$ cat src/rtl/mbc_pkg.sv
package mbc_pkg;
   typedef enum logic [1:0] {
      PH_IDLE = 2'd0,
      PH_ADDR = 2'd1,
      PH_HOLD = 2'd2,
      PH_DATA = 2'd3
   } phase_e;
endpackage

$ cat src/rtl/mbc_seq.sv
module mbc_seq
   import mbc_pkg::*;
#(
   parameter int ALE_TICKS = 2
) (
   input  logic clk,
   input  logic rst_n,
   input  logic req_valid,
   input  logic req_write,
   input  logic ext_hold,
   input  logic bus_rdy,
   output logic req_ready,
   output logic accept,
   output logic ale,
   output logic drive_addr,
   output logic drive_data,
   output logic rd_stb,
   output logic wr_stb,
   output logic done,
   output logic is_write
);
   phase_e phase_q;
   logic   wr_q;
   logic   hold_q;
   logic   addr_last;

   // strobe length variant: single tick needs no counter
   generate
      if (ALE_TICKS == 1) begin : g_one
         assign addr_last = 1'b1;
      end else begin : g_cnt
         localparam int CW = $clog2(ALE_TICKS);
         localparam logic [CW-1:0] LAST = CW'(ALE_TICKS - 1);
         logic [CW-1:0] cnt_q;
         always_ff @(posedge clk) begin
            if (!rst_n)
               cnt_q <= '0;
            else if (phase_q == PH_ADDR && cnt_q != LAST)
               cnt_q <= cnt_q + 1'b1;
            else
               cnt_q <= '0;
         end
         assign addr_last = (cnt_q == LAST);
      end
   endgenerate

   always_ff @(posedge clk) begin
      if (!rst_n) begin
         phase_q <= PH_IDLE;
         wr_q    <= 1'b0;
         hold_q  <= 1'b0;
      end else begin
         case (phase_q)
            PH_IDLE: if (req_valid) begin
               phase_q <= PH_ADDR;
               wr_q    <= req_write;
               hold_q  <= ext_hold;
            end
            PH_ADDR: if (addr_last) phase_q <= hold_q ? PH_HOLD : PH_DATA;
            PH_HOLD: phase_q <= PH_DATA;
            PH_DATA: if (bus_rdy) phase_q <= PH_IDLE;
            default: phase_q <= PH_IDLE;
         endcase
      end
   end

   assign req_ready  = (phase_q == PH_IDLE);
   assign accept     = req_ready && req_valid;
   assign ale        = (phase_q == PH_ADDR);
   assign drive_addr = (phase_q == PH_ADDR) || (phase_q == PH_HOLD);
   assign drive_data = (phase_q == PH_DATA) && wr_q;
   assign rd_stb     = (phase_q == PH_DATA) && !wr_q;
   assign wr_stb     = (phase_q == PH_DATA) && wr_q;
   assign done       = (phase_q == PH_DATA) && bus_rdy;
   assign is_write   = wr_q;

   p_strobe_excl_r10: assert property (@(posedge clk) disable iff (!rst_n)
      $onehot0({ale, rd_stb, wr_stb}));
   p_rd_wait_r7: assert property (@(posedge clk) disable iff (!rst_n)
      (rd_stb && !bus_rdy) |=> rd_stb);
   p_wr_wait_r7: assert property (@(posedge clk) disable iff (!rst_n)
      (wr_stb && !bus_rdy) |=> wr_stb);
   p_accept_ale_r3: assert property (@(posedge clk) disable iff (!rst_n)
      accept |=> (ale && !req_ready));
   p_done_idle_r9: assert property (@(posedge clk) disable iff (!rst_n)
      done |=> (req_ready && !ale && !rd_stb && !wr_stb));
   p_hold_src_r4: assert property (@(posedge clk) disable iff (!rst_n)
      (phase_q == PH_HOLD) |-> ($past(phase_q) == PH_ADDR && hold_q));
endmodule

$ cat src/rtl/mbc_pins.sv
module mbc_pins #(
   parameter int BUS_W  = 32,
   parameter int ADDR_W = 32
) (
   input  logic              clk,
   input  logic              rst_n,
   input  logic              accept,
   input  logic [ADDR_W-1:0] req_addr,
   input  logic [BUS_W-1:0]  req_wdata,
   input  logic              ale,
   input  logic              drive_addr,
   input  logic              drive_data,
   output logic [BUS_W-1:0]  ad_out,
   output logic              ad_oe
);
   logic [BUS_W-1:0] addr_q;
   logic [BUS_W-1:0] wdata_q;
   logic [BUS_W-1:0] addr_ext;

   // address width variant: pad narrower addresses with zeros
   generate
      if (ADDR_W == BUS_W) begin : g_full
         assign addr_ext = req_addr;
      end else begin : g_pad
         assign addr_ext = {{(BUS_W - ADDR_W){1'b0}}, req_addr};
      end
   endgenerate

   always_ff @(posedge clk) begin
      if (!rst_n) begin
         addr_q  <= '0;
         wdata_q <= '0;
      end else if (accept) begin
         addr_q  <= addr_ext;
         wdata_q <= req_wdata;
      end
   end

   always_comb begin
      if (drive_addr)      ad_out = addr_q;
      else if (drive_data) ad_out = wdata_q;
      else                 ad_out = '0;
   end
   assign ad_oe = drive_addr || drive_data;

   p_addr_oe_r3: assert property (@(posedge clk) disable iff (!rst_n)
      ale |-> ad_oe);
   p_addr_after_fall_r4: assert property (@(posedge clk) disable iff (!rst_n)
      (drive_addr && !ale && $past(ale)) |-> $stable(ad_out));
   p_wdata_stable_r6: assert property (@(posedge clk) disable iff (!rst_n)
      (drive_data && $past(drive_data)) |-> $stable(ad_out));
endmodule

$ cat src/rtl/mbc_capture.sv
module mbc_capture #(
   parameter int BUS_W = 32
) (
   input  logic             clk,
   input  logic             rst_n,
   input  logic             done,
   input  logic             is_write,
   input  logic [BUS_W-1:0] ad_in,
   output logic             rsp_done,
   output logic [BUS_W-1:0] rsp_rdata
);
   always_ff @(posedge clk) begin
      if (!rst_n) begin
         rsp_done  <= 1'b0;
         rsp_rdata <= '0;
      end else begin
         rsp_done <= done;
         if (done && !is_write) rsp_rdata <= ad_in;
      end
   end

   p_done_pulse_r8: assert property (@(posedge clk) disable iff (!rst_n)
      rsp_done |=> !rsp_done);
   p_write_keeps_r8: assert property (@(posedge clk) disable iff (!rst_n)
      (rsp_done && is_write) |-> $stable(rsp_rdata));
endmodule

$ cat src/rtl/mux_bus_ctrl.sv
module mux_bus_ctrl #(
   parameter int BUS_W     = 32,
   parameter int ADDR_W    = 32,
   parameter int ALE_TICKS = 2
) (
   input  logic              clk,
   input  logic              rst_n,
   input  logic              req_valid,
   input  logic              req_write,
   input  logic [ADDR_W-1:0] req_addr,
   input  logic [BUS_W-1:0]  req_wdata,
   input  logic              ext_hold,
   output logic              req_ready,
   output logic              rsp_done,
   output logic [BUS_W-1:0]  rsp_rdata,
   output logic              ale,
   output logic [BUS_W-1:0]  ad_out,
   output logic              ad_oe,
   input  logic [BUS_W-1:0]  ad_in,
   output logic              rd_stb,
   output logic              wr_stb,
   input  logic              bus_rdy
);
   generate
      if (BUS_W < 8 || BUS_W > 64) begin : g_bad_bus
         $error("BUS_W must lie in 8..64");
      end
      if (ADDR_W < 1 || ADDR_W > BUS_W) begin : g_bad_addr
         $error("ADDR_W must lie in 1..BUS_W");
      end
      if (ALE_TICKS < 1 || ALE_TICKS > 16) begin : g_bad_ale
         $error("ALE_TICKS must lie in 1..16");
      end
   endgenerate

   logic accept, drive_addr, drive_data, done, is_write;

   mbc_seq #(.ALE_TICKS(ALE_TICKS)) u_seq (
      .clk(clk), .rst_n(rst_n), .req_valid(req_valid), .req_write(req_write),
      .ext_hold(ext_hold), .bus_rdy(bus_rdy), .req_ready(req_ready),
      .accept(accept), .ale(ale), .drive_addr(drive_addr),
      .drive_data(drive_data), .rd_stb(rd_stb), .wr_stb(wr_stb),
      .done(done), .is_write(is_write)
   );

   mbc_pins #(.BUS_W(BUS_W), .ADDR_W(ADDR_W)) u_pins (
      .clk(clk), .rst_n(rst_n), .accept(accept), .req_addr(req_addr),
      .req_wdata(req_wdata), .ale(ale), .drive_addr(drive_addr),
      .drive_data(drive_data), .ad_out(ad_out), .ad_oe(ad_oe)
   );

   mbc_capture #(.BUS_W(BUS_W)) u_cap (
      .clk(clk), .rst_n(rst_n), .done(done), .is_write(is_write),
      .ad_in(ad_in), .rsp_done(rsp_done), .rsp_rdata(rsp_rdata)
   );

   p_rd_release_r5: assert property (@(posedge clk) disable iff (!rst_n)
      rd_stb |-> !ad_oe);
   p_wr_drive_r6: assert property (@(posedge clk) disable iff (!rst_n)
      wr_stb |-> ad_oe);
endmodule

$ cat config.mk
export PLATFORM = sky130hd
export DESIGN_NAME = mux_bus_ctrl
export DESIGN_NICKNAME = d
export VERILOG_FILES = /design/src/rtl/mbc_pkg.sv /design/src/rtl/mbc_seq.sv /design/src/rtl/mbc_pins.sv /design/src/rtl/mbc_capture.sv /design/src/rtl/mux_bus_ctrl.sv
export SDC_FILE = /design/constraint.sdc
export NUM_CORES = 1
export LEC_CHECK = 0
export ABC_AREA = 1
export CORE_ASPECT_RATIO = 0.7
export CORE_MARGIN = 2
export CORE_UTILIZATION = 43
export CTS_CLUSTER_DIAMETER = 50
export DETAILED_ROUTE_END_ITERATION = 10
export PLACE_DENSITY = 0.8
export SYNTH_ARGS = -nofsm -noshare
export SYNTH_HDL_FRONTEND = slang
export SYNTH_SLANG_ARGS = --single-unit
$ cat constraint.sdc
create_clock -name clk -period 1.62 [get_ports clk]
set_input_delay 0.162 -clock clk [delete_from_list [all_inputs] [get_ports clk]]
set_output_delay 0.162 -clock clk [all_outputs]
set_load 0.02 [all_outputs]
==> impl_metrics.yaml, run 1 <==
floorplanning:
  ios: 172
  rows: 29
  fp.dieH_um: 86.3
  die_area_um2: 10500
  coreArea_um2: 9220
  start_util_pct: 45.1
  fp.dieW_um: 122
routing:
  first_iter_violations: 283
  dr.pass1.iters: 5
  wirelength_um: 13200
  drtAntennaViolNets: 0
  vias: 4415
  viasPerCell: 5.03
  wl_per_cell_um: 15.1
  drc: 0
worst_setup_path:
  crit_path_end_kind: "output pin"
  max_stage_delay_ps: 340
  worst_setup_path_start_kind: "register"
  cp_num_buf_inv: 5
  criticalPathCategory: "reg -> out"
  cp_max_fo: 6
  path_common_cell: "buf_6"
  critical-path-top-delay-family: "buffers and inverters"
  required_ps: 1460
  arrival_ps: 1640
  crit_slowest_cell: "dfxtp_2"
  crit_chain: "inv_2 -> ha_4 -> clkinv_8 -> buf_12 -> buf_6 -> nand2_2 -> o21ai_2 -> buf_6"
job:
  drv_cap: 0
grt:
  antenna_found_initial: 0
  grt_max_degree: 37
  grt-ovfl-total: 0
  grt.total_usage_pct: 24.3
  grt_pass1_vias: 4358
  grt_pass1_wl_um: 20400
layout:
  multi_input_area_um2: 2100
  drive_gt1_share_pct: 22.7
  fin_util_pct: 74.9
  fin_nets: 855
  area_growth_pct: 65.9
  instances_no_fill: 878
  area.sequential_um2: 2040
  fillers: 674
  diodes: 0
timing:
  setup_slack_ps: -182
  hold_viol_final: 0
  skew_ps: 4.12
  period_share_pct: 111
  layout_min_cycle_time_ps: 1800
  drv_slew: 0
  slew_headroom_pct: 66.4
  timing.hold.ws_ps: 333
  worst_pin_slew_ps: 505
  timing.fmax_mhz: 555
  setup_violations: 33
  grt_setup_unrepaired: "true"
run_status:
  status: "finished, violations left"
  violations: "setup timing"
placement:
  dp.cells: 848
  dp_slack_ps: -376
  hpwlAfterDp_um: 8730
  port-buffer-count: 171
  gp_congestion: 0.842
clocking:
  cts_tree: "yes"
  clock_sinks: 102
  clockRootBuffer: "clkbuf_16"
  clockBufferDepth: 2
  cts_buffers: 9
  path_clk_slew_ps: 70
  ctsHoldBuffers: 0
  h-tree-depth: 3
  clock_latency_ps: 330
synth:
  synth_fp_nets: 677
  synth_area_per_cell_um2: 7.27
  synth-seq-area-share_pct: 49.1
  postSynthCellCount: 572
  ys_types: 19
  syn-cell-area_um2: 4160
  ys_ff_latch: 102
  yosysWarnings: 0
worst_hold_path:
  holdCritPathClass: "in -> reg"
power_and_ir_drop:
  irDropWorstVdd_mv: 1.33
  power_density_nw_per_um2: 1610
  p_leak_nw: 2.87
## kinds of logic after synthesis
logic type | Yosys count | synth area share (%)
flops | 102 | 49.1
simple gates | 279 | 26.8
fa+ha+maj | 3 | 0.903
buf+inv | 55 | 7.22
compound gates | 133 | 16.0
## area by class of cell
class / count / area share (%)
clock buffers: 11 / 3.52
clock inverters: 4 / 0.689
inverters: 14 / 1.02
multi-input cells: 415 / 30.4
flip-flops and latches: 102 / 29.6
well taps: 124 / 2.25
repair buffers: 208 / 32.5
## layout by cell type, fill, tap and decap left out, drive strengths merged
cell           instances
a21oi                  3
buf                   72
bufinv                 1
clkbuf                13
clkdlybuf4s50        133
clkinv                 3
clkinvlp               1
dfxtp                102
dlygate4sd2            1
ha                     3
inv                   13
nand2                 77
nand3                  3
nor2                 199
o21ai                130
## Yosys cell counts
master	count	area, um^2
nor2_2	20	125
nor2_4	1	11.3
inv_2	2	7.51
clkbuf_2	5	25.0
buf_6	6	67.6
buf_2	8	40.0
dfxtp_1	102	2040
inv_1	11	41.3
inv_4	1	6.26
nand3_1	3	15.0
buf_4	8	60.1
nor2_1	178	668
o21ai_0	102	510
o21ai_1	28	140
nand2_2	2	12.5
ha_1	3	37.5
a21oi_1	3	15.0
nand2_1	75	282
clkbuf_1	14	52.6
## through the flow
stage	setup TNS, ps	power (mW)	cell area (um^2)
global route	-6440	11.7	6900
detailed placement	-14010	7.57	6140
global placement	-12160	7.45	6140
finish	-4660	11.1	6900
floorplan	0	5.87	4270
CTS	-4460	10.6	6690
## worst register-to-register path, stage by stage (launching register included)
cell,delay (ps)
dfxtp_2,340
buf_4,130
ha_4,170
buf_4,130
nand2_2,70
nor2_4,210
inv_6,170
nor2_1,150
nor2_1,60
## where the power goes
| group | switching (mW) | internal [mW] | leakage, nW | total [mW] |
|---|---|---|---|---|
| clock network | 0.896 | 1.23 | 0.141 | 2.12 |
| logic | 3.01 | 2.56 | 1.89 | 5.57 |
| registers | 0.350 | 3.06 | 0.839 | 3.41 |
| total | 4.25 | 6.85 | 2.87 | 11.1 |
## metal layers
layer,wire (um),track usage [%],share of wire [%],up-vias
li1,-,-,-,2184
met1,5840,30.6,44,2082
met2,6480,42.5,49,134
met3,740,5.72,5.6,15
met4,182,6.17,1.4,0
met5,0,0,0,-
## registers in the layout (all words and copies together), names as in the netlist
register / flops
u_pins.wdata_q: 32
u_seq.is_write: 1
u_cap.rsp_done: 1
u_seq.hold_q: 1
u_seq.addr_last: 1
u_seq.phase_q: 2
u_cap.rsp_rdata: 32
u_pins.addr_q: 32
## final timing paths
kind,from,end,slack [ps],cells past startpoint
worst min register to register,u_pins.addr_q[9],u_pins.addr_q[9],490,2
worst min-delay path,rst_n,u_pins.wdata_q[8],330,3
worst max register to register,u_seq.phase_q[1],u_cap.rsp_rdata[26],100,8
worst max-delay path,u_seq.phase_q[1],ad_out[29],-180,8
## what timing repair did
item,4_1_cts,5_1_grt
gates cloned,5,2
resized for setup,232,46
pin swaps,7,6
setup endpoints to repair,69,42
endpoints found under the hold margin,0,0
setup buffers,5,5
No activity file was read; power rests on OpenSTA's default activity.
==> inputs of run 2 (changes only) <==
- CORE_MARGIN: 2 -> default
- CORE_UTILIZATION: 43 -> 46
- PLACE_DENSITY: 0.8 -> 0.85
- clock period: 1.62 -> 2.1 ns (I/O delays scaled with it)
==> impl_metrics.yaml, run 2 (synthesis results as in run 1) <==
run_status:
  status: "finished clean"
power_and_ir_drop:
  clkPwrFrac_pct: 21.3
  p_comb_share_pct: 42.4
  seqPwrFrac_pct: 36.2
  p_leak_nw: 2.56
  irDropWorstVdd_mv: 0.742
  power_density_nw_per_um2: 1170
  p_sw_mw: 2.74
  p_sw_share_pct: 38.5
  intPower_mw: 4.37
  p_total_mw: 7.11
job:
  drv_cap: 0
clocking:
  clockRootBuffer: "clkbuf_16"
  cts_setup_buffers: 0
  path_clk_slew_ps: 70
  cts_tree: "yes"
  h-tree-depth: 3
  clock_sinks: 102
  ctsHoldBuffers: 0
  clock_latency_ps: 340
  clockBufferDepth: 2
  cts_buffers: 9
worst_setup_path:
  cp_max_fo: 13
  required_ps: 1890
  crit_path_end_kind: "output pin"
  cp_num_buf_inv: 4
  arrival_ps: 1800
  critical-path-top-delay-family: "buffers and inverters"
  crit_slowest_cell: "dfxtp_1"
  criticalPathCategory: "reg -> out"
  max_stage_delay_ps: 350
  crit_chain: "inv_1 -> ha_4 -> inv_2 -> buf_12 -> nand2_1 -> o21ai_1 -> clkdlybuf4s15_1"
  worst_setup_path_start_kind: "register"
timing:
  worst_pin_slew_ps: 653
  skew_ps: 3.85
  timing.fmax_mhz: 498
  slew_headroom_pct: 56.5
  hold_viol_final: 0
  drv_slew: 0
  period_share_pct: 95.6
  layout_min_cycle_time_ps: 2010
  setup_slack_ps: 92.6
  timing.hold.ws_ps: 446
  setup_violations: 0
grt:
  grt_use_met2_pct: 44.5
  grt-busiest-layer: "met2"
  grt_pass1_wl_um: 19000
  use_met1_pct: 31.9
  grt_pass1_vias: 4078
  grt_use_met3_pct: 5.76
  grt-ovfl-total: 0
  grt_max_degree: 56
  antenna_found_initial: 0
  grt.total_usage_pct: 26.1
placement:
  hpwlAfterDp_um: 8300
  dp_slack_ps: 23.1
  dp.cells: 837
  port-buffer-count: 171
  gp_congestion: 0.824
floorplanning:
  die_area_um2: 9430
  fp.dieW_um: 116
  start_util_pct: 48.3
  rows: 28
  fp.dieH_um: 81.6
  coreArea_um2: 8620
  ios: 172
layout:
  drive_gt1_share_pct: 12.3
  final_cell_mix: "178 x nor2_1, 135 x clkdlybuf4s50_1, 102 x dfxtp_1, 99 x o21ai_0, 75 x nand2_1"
  fin_util_pct: 70.6
  instances_no_fill: 854
  diodes: 0
  largestRegisters: "u_cap.rsp_rdata x32, u_pins.addr_q x32, u_pins.wdata_q x32"
  final_common_cell: "nor2_1"
  fin_nets: 834
  area_growth_pct: 46.4
routing:
  drtAntennaViolNets: 0
  viasPerCell: 4.97
  dr.pass1.iters: 5
  wirelength_um: 12000
  drc: 0
  vias: 4246
  first_iter_violations: 314
  wl_per_cell_um: 14.1
worst_hold_path:
  holdCritPathClass: "in -> reg"
[run 2: cell count changes in the layout (fill, tap and decap cells not counted), moves of 18 or more]
cell,change
nand2_1,+22
buf_2,+22
o21ai_0,+18
o21ai_2,-25
buf_6,-34
[run 2: per-layer routing]
metal	up-vias	wire length, um
li1	2127	-
met1	1935	5240
met2	160	5740
met3	24	720
met4	0	308
met5	-	0
[run 2: tightest hold or removal path, stage by stage]
cell and delay [ps]:
buf_2 310, o21ai_0 160, nor2_1 50
[run 2: per-stage QoR]
step / instance area, um^2 / TNS, ps
2_1_floorplan: 4160 / 0
3_3_place_gp: 5920 / 0
3_5_place_dp: 5920 / 0
4_1_cts: 6190 / 0
5_1_grt: 6090 / -6.41
6_report: 6090 / 0
[run 2: area by class of cell]
cell class / instances / area (um^2)
Timing Repair Buffer: 187 / 1740
Clock buffer: 11 / 243
Tap cell: 120 / 150
Sequential cell: 102 / 2040
Clock inverter: 5 / 25.0
Fill cell: 738 / 2530
Inverter: 14 / 55.1
Multi-Input combinational cell: 415 / 1830
[run 2: path summary, 6_finish.rpt]
kind	start	endpoint	slack [ps]	cells past startpoint
min reg2reg	u_seq.hold_q	u_seq.hold_q	460	2
max	u_seq.phase_q[0]	ad_out[29]	90	7
min	rst_n	u_cap.rsp_rdata[22]	450	3
max reg2reg	u_seq.phase_q[0]	u_cap.rsp_rdata[30]	350	8
[run 2: power by group through the flow]
| stage | logic [mW] | registers [mW] | clock network (mW) |
|---|---|---|---|
| finish | 3.02 | 2.58 | 1.52 |
| global route | 3.34 | 2.62 | 1.62 |
| CTS | 2.93 | 2.57 | 1.54 |
| detailed placement | 2.98 | 2.61 | 0 |
| global placement | 2.91 | 2.58 | 0 |
| floorplan | 1.80 | 2.61 | 0 |
[run 2: repair_timing]
action | 4_1_cts | 5_1_grt
resized for setup | 122 | 30
gates cloned | 0 | 1
setup endpoints to repair | 35 | 32
==> inputs of run 3 (changes only) <==
- CORE_UTILIZATION: 46 -> 49
- PLACE_DENSITY: 0.85 -> 0.86
- SYNTH_HIERARCHICAL: default -> 1
==> impl_metrics.yaml, run 3 <==
run_status:
  status: "finished clean"
worst_setup_path:
  crit_path_end_kind: "output pin"
  worst_setup_path_start_kind: "register"
  cp_max_fo: 25
  arrival_ps: 1740
  required_ps: 1890
  criticalPathCategory: "reg -> out"
power_and_ir_drop:
  p_total_mw: 7.48
  p_sw_mw: 2.83
  p_leak_nw: 3.49
  power_density_nw_per_um2: 1110
  seqPwrFrac_pct: 34.6
  intPower_mw: 4.65
  clkPwrFrac_pct: 24.2
  p_sw_share_pct: 37.9
  p_comb_share_pct: 41.2
  irDropWorstVdd_mv: 0.720
grt:
  grt.total_usage_pct: 23.3
  grt_max_degree: 46
  grt_pass1_vias: 4248
  grt_pass1_wl_um: 19300
  antenna_found_initial: 0
  grt-ovfl-total: 0
timing:
  grt_setup_unrepaired: "false"
  hold_viol_final: 0
  setup_violations: 0
  drv_slew: 0
  slew_headroom_pct: 51.2
  fin_tns_setup_ps: 0
  skew_ps: 5.33
  layout_min_cycle_time_ps: 1950
  timing.fmax_mhz: 512
  worst_pin_slew_ps: 730
  period_share_pct: 93.0
routing:
  viasPerCell: 4.51
  first_iter_violations: 421
  wl_per_cell_um: 11.1
  dr.pass1.iters: 4
  wirelength_um: 11700
  vias: 4772
  drc: 0
  drtAntennaViolNets: 0
placement:
  gp_congestion: 0.902
  port-buffer-count: 171
  hpwlAfterDp_um: 8340
  dp.cells: 1042
  place_area_um2: 6590
layout:
  fin_nets: 1030
  fin_util_pct: 69.8
  diodes: 0
  multi_input_area_um2: 2050
  final_area_um2: 6760
  final_common_cell: "nand2_1"
  fillers: 840
  area_growth_pct: 38.8
  largestRegisters: "u_cap/rsp_rdata x32, u_pins/addr_q x32, u_pins/wdata_q x32"
  drive_gt1_share_pct: 8.17
  area.sequential_um2: 2040
  final_cell_mix: "234 x nand2_1, 196 x nor2_1, 135 x clkdlybuf4s50_1, 110 x inv_1, 102 x dfxtp_1"
  instances_no_fill: 1058
synth:
  synth_ff_type: "dfxtp_1"
  async_flop_share_pct: 0
  synth_fp_nets: 878
  synth.most_common_cell: "nand2_1"
  ys_types: 18
  synth_area_leaders: "dfxtp_1 42%, nand2_1 18%, nor2_1 15%, inv_1 8.6%, nand3_1 6.9%"
  postSynthCellCount: 773
  synth_enable_flop_cells: 0
  ys_ff_latch: 102
  synth_top_area_cell: "dfxtp_1"
  synth_area_per_cell_um2: 6.30
  synthTopCellsByCount: "234 x nand2_1, 196 x nor2_1, 111 x inv_1, 102 x dfxtp_1, 67 x nand3_1"
  syn-cell-area_um2: 4870
  yosysWarnings: 6
  yosys.area.top_type_share_pct: 41.9
  synth-seq-area-share_pct: 41.9
clocking:
  clockBufferDepth: 2
  path_clk_slew_ps: 70
  cts_setup_buffers: 0
  h-tree-depth: 3
  cts_tree: "yes"
  clock_latency_ps: 340
  clock_sinks: 102
  ctsHoldBuffers: 0
  clockRootBuffer: "clkbuf_16"
  cts_buffers: 9
worst_hold_path:
  holdCritPathClass: "in -> reg"
job:
  drv_cap: 0
floorplanning:
  fp.dieH_um: 85.4
  start_util_pct: 50.3
  rows: 30
  coreArea_um2: 9680
  die_area_um2: 10300
  ios: 172
  fp.dieW_um: 121
## run 3: cell count changes in the layout (fill, tap and decap cells not counted), moves of 3 or more
| cell | before | now |
|---|---|---|
| nor2_2 | 20 | 1 |
| clkbuf_2 | 3 | 32 |
| nor2_1 | 178 | 196 |
| clkinv_2 | 5 | 1 |
| o21ai_0 | 99 | 2 |
| buf_2 | 25 | 1 |
| nand2_1 | 75 | 234 |
| clkinv_4 | 0 | 3 |
| buf_12 | 3 | 6 |
| o21ai_1 | 31 | 0 |
| nand3_1 | 3 | 67 |
| inv_1 | 11 | 110 |
## run 3: what timing repair did
action                                  CTS  global route
endpoints found under the setup margin   34            34
gates resized for setup                  40            62
hold endpoints to repair                  0             0
## run 3: stage by stage
stage | hold WS [ps] | setup slack (ps)
2_1_floorplan | 346 | 582
3_3_place_gp | 450 | 144
3_5_place_dp | 458 | 110
4_1_cts | 324 | 0.0318
5_1_grt | 342 | 46.7
6_report | 326 | 146
## run 3: layer usage
| metal | track usage, % | up-vias | wire, um |
|---|---|---|---|
| met5 | 0 | - | 0 |
| met4 | 6.85 | 0 | 155 |
| met3 | 6.12 | 11 | 734 |
| met2 | 39.2 | 130 | 5480 |
| met1 | 29.3 | 2072 | 5360 |
| li1 | - | 2559 | - |
## run 3: final timing paths
kind,slack [ps],endpoint,cells after the start,from
min reg2reg,470,u_seq/hold_q,2,u_seq/hold_q
min,330,u_cap/rsp_rdata[5],3,rst_n
max reg2reg,330,u_pins/addr_q[7],8,u_seq/phase_q[0]
max,150,ad_oe,7,u_seq/phase_q[0]
## run 3: logic make-up (layout without fill, tap and decap cells)
kind of cell	count (synthesis)	count (layout)	synth area share (%)
buffers and inverters	160	317	15.9
flip-flops	102	102	41.9
AND/OR/NAND/NOR	503	503	40.9
adder cells (fa/ha/maj)	3	3	0.771
AO/OA/AOI/OAI	5	5	0.514
## run 3: power by group through the flow
stage	clock [mW]	sequential (mW)	combinational (mW)
CTS	1.86	2.58	3.15
detailed placement	0	2.62	3.25
finish	1.81	2.59	3.08
global route	1.93	2.63	3.44
floorplan	0	2.61	2.18
global placement	0	2.61	3.21
## run 3: layout make-up
| type | instances | area share (%) |
|---|---|---|
| multi-input combinational | 511 | 30.4 |
| timing repair buffer | 188 | 25.9 |
| tap | 128 | 2.37 |
| sequential | 102 | 30.2 |
| inverter | 113 | 6.29 |
| clock buffer | 9 | 3.33 |
| clock inverter | 7 | 1.57 |
## run 3: worst max-delay path, stage by stage (launching register included)
cell and delay (ps):
dfxtp_1 320, buf_4 140, ha_1 200, nand2_1 60
inv_1 70, buf_12 160, or2_2 290, buf_2 160
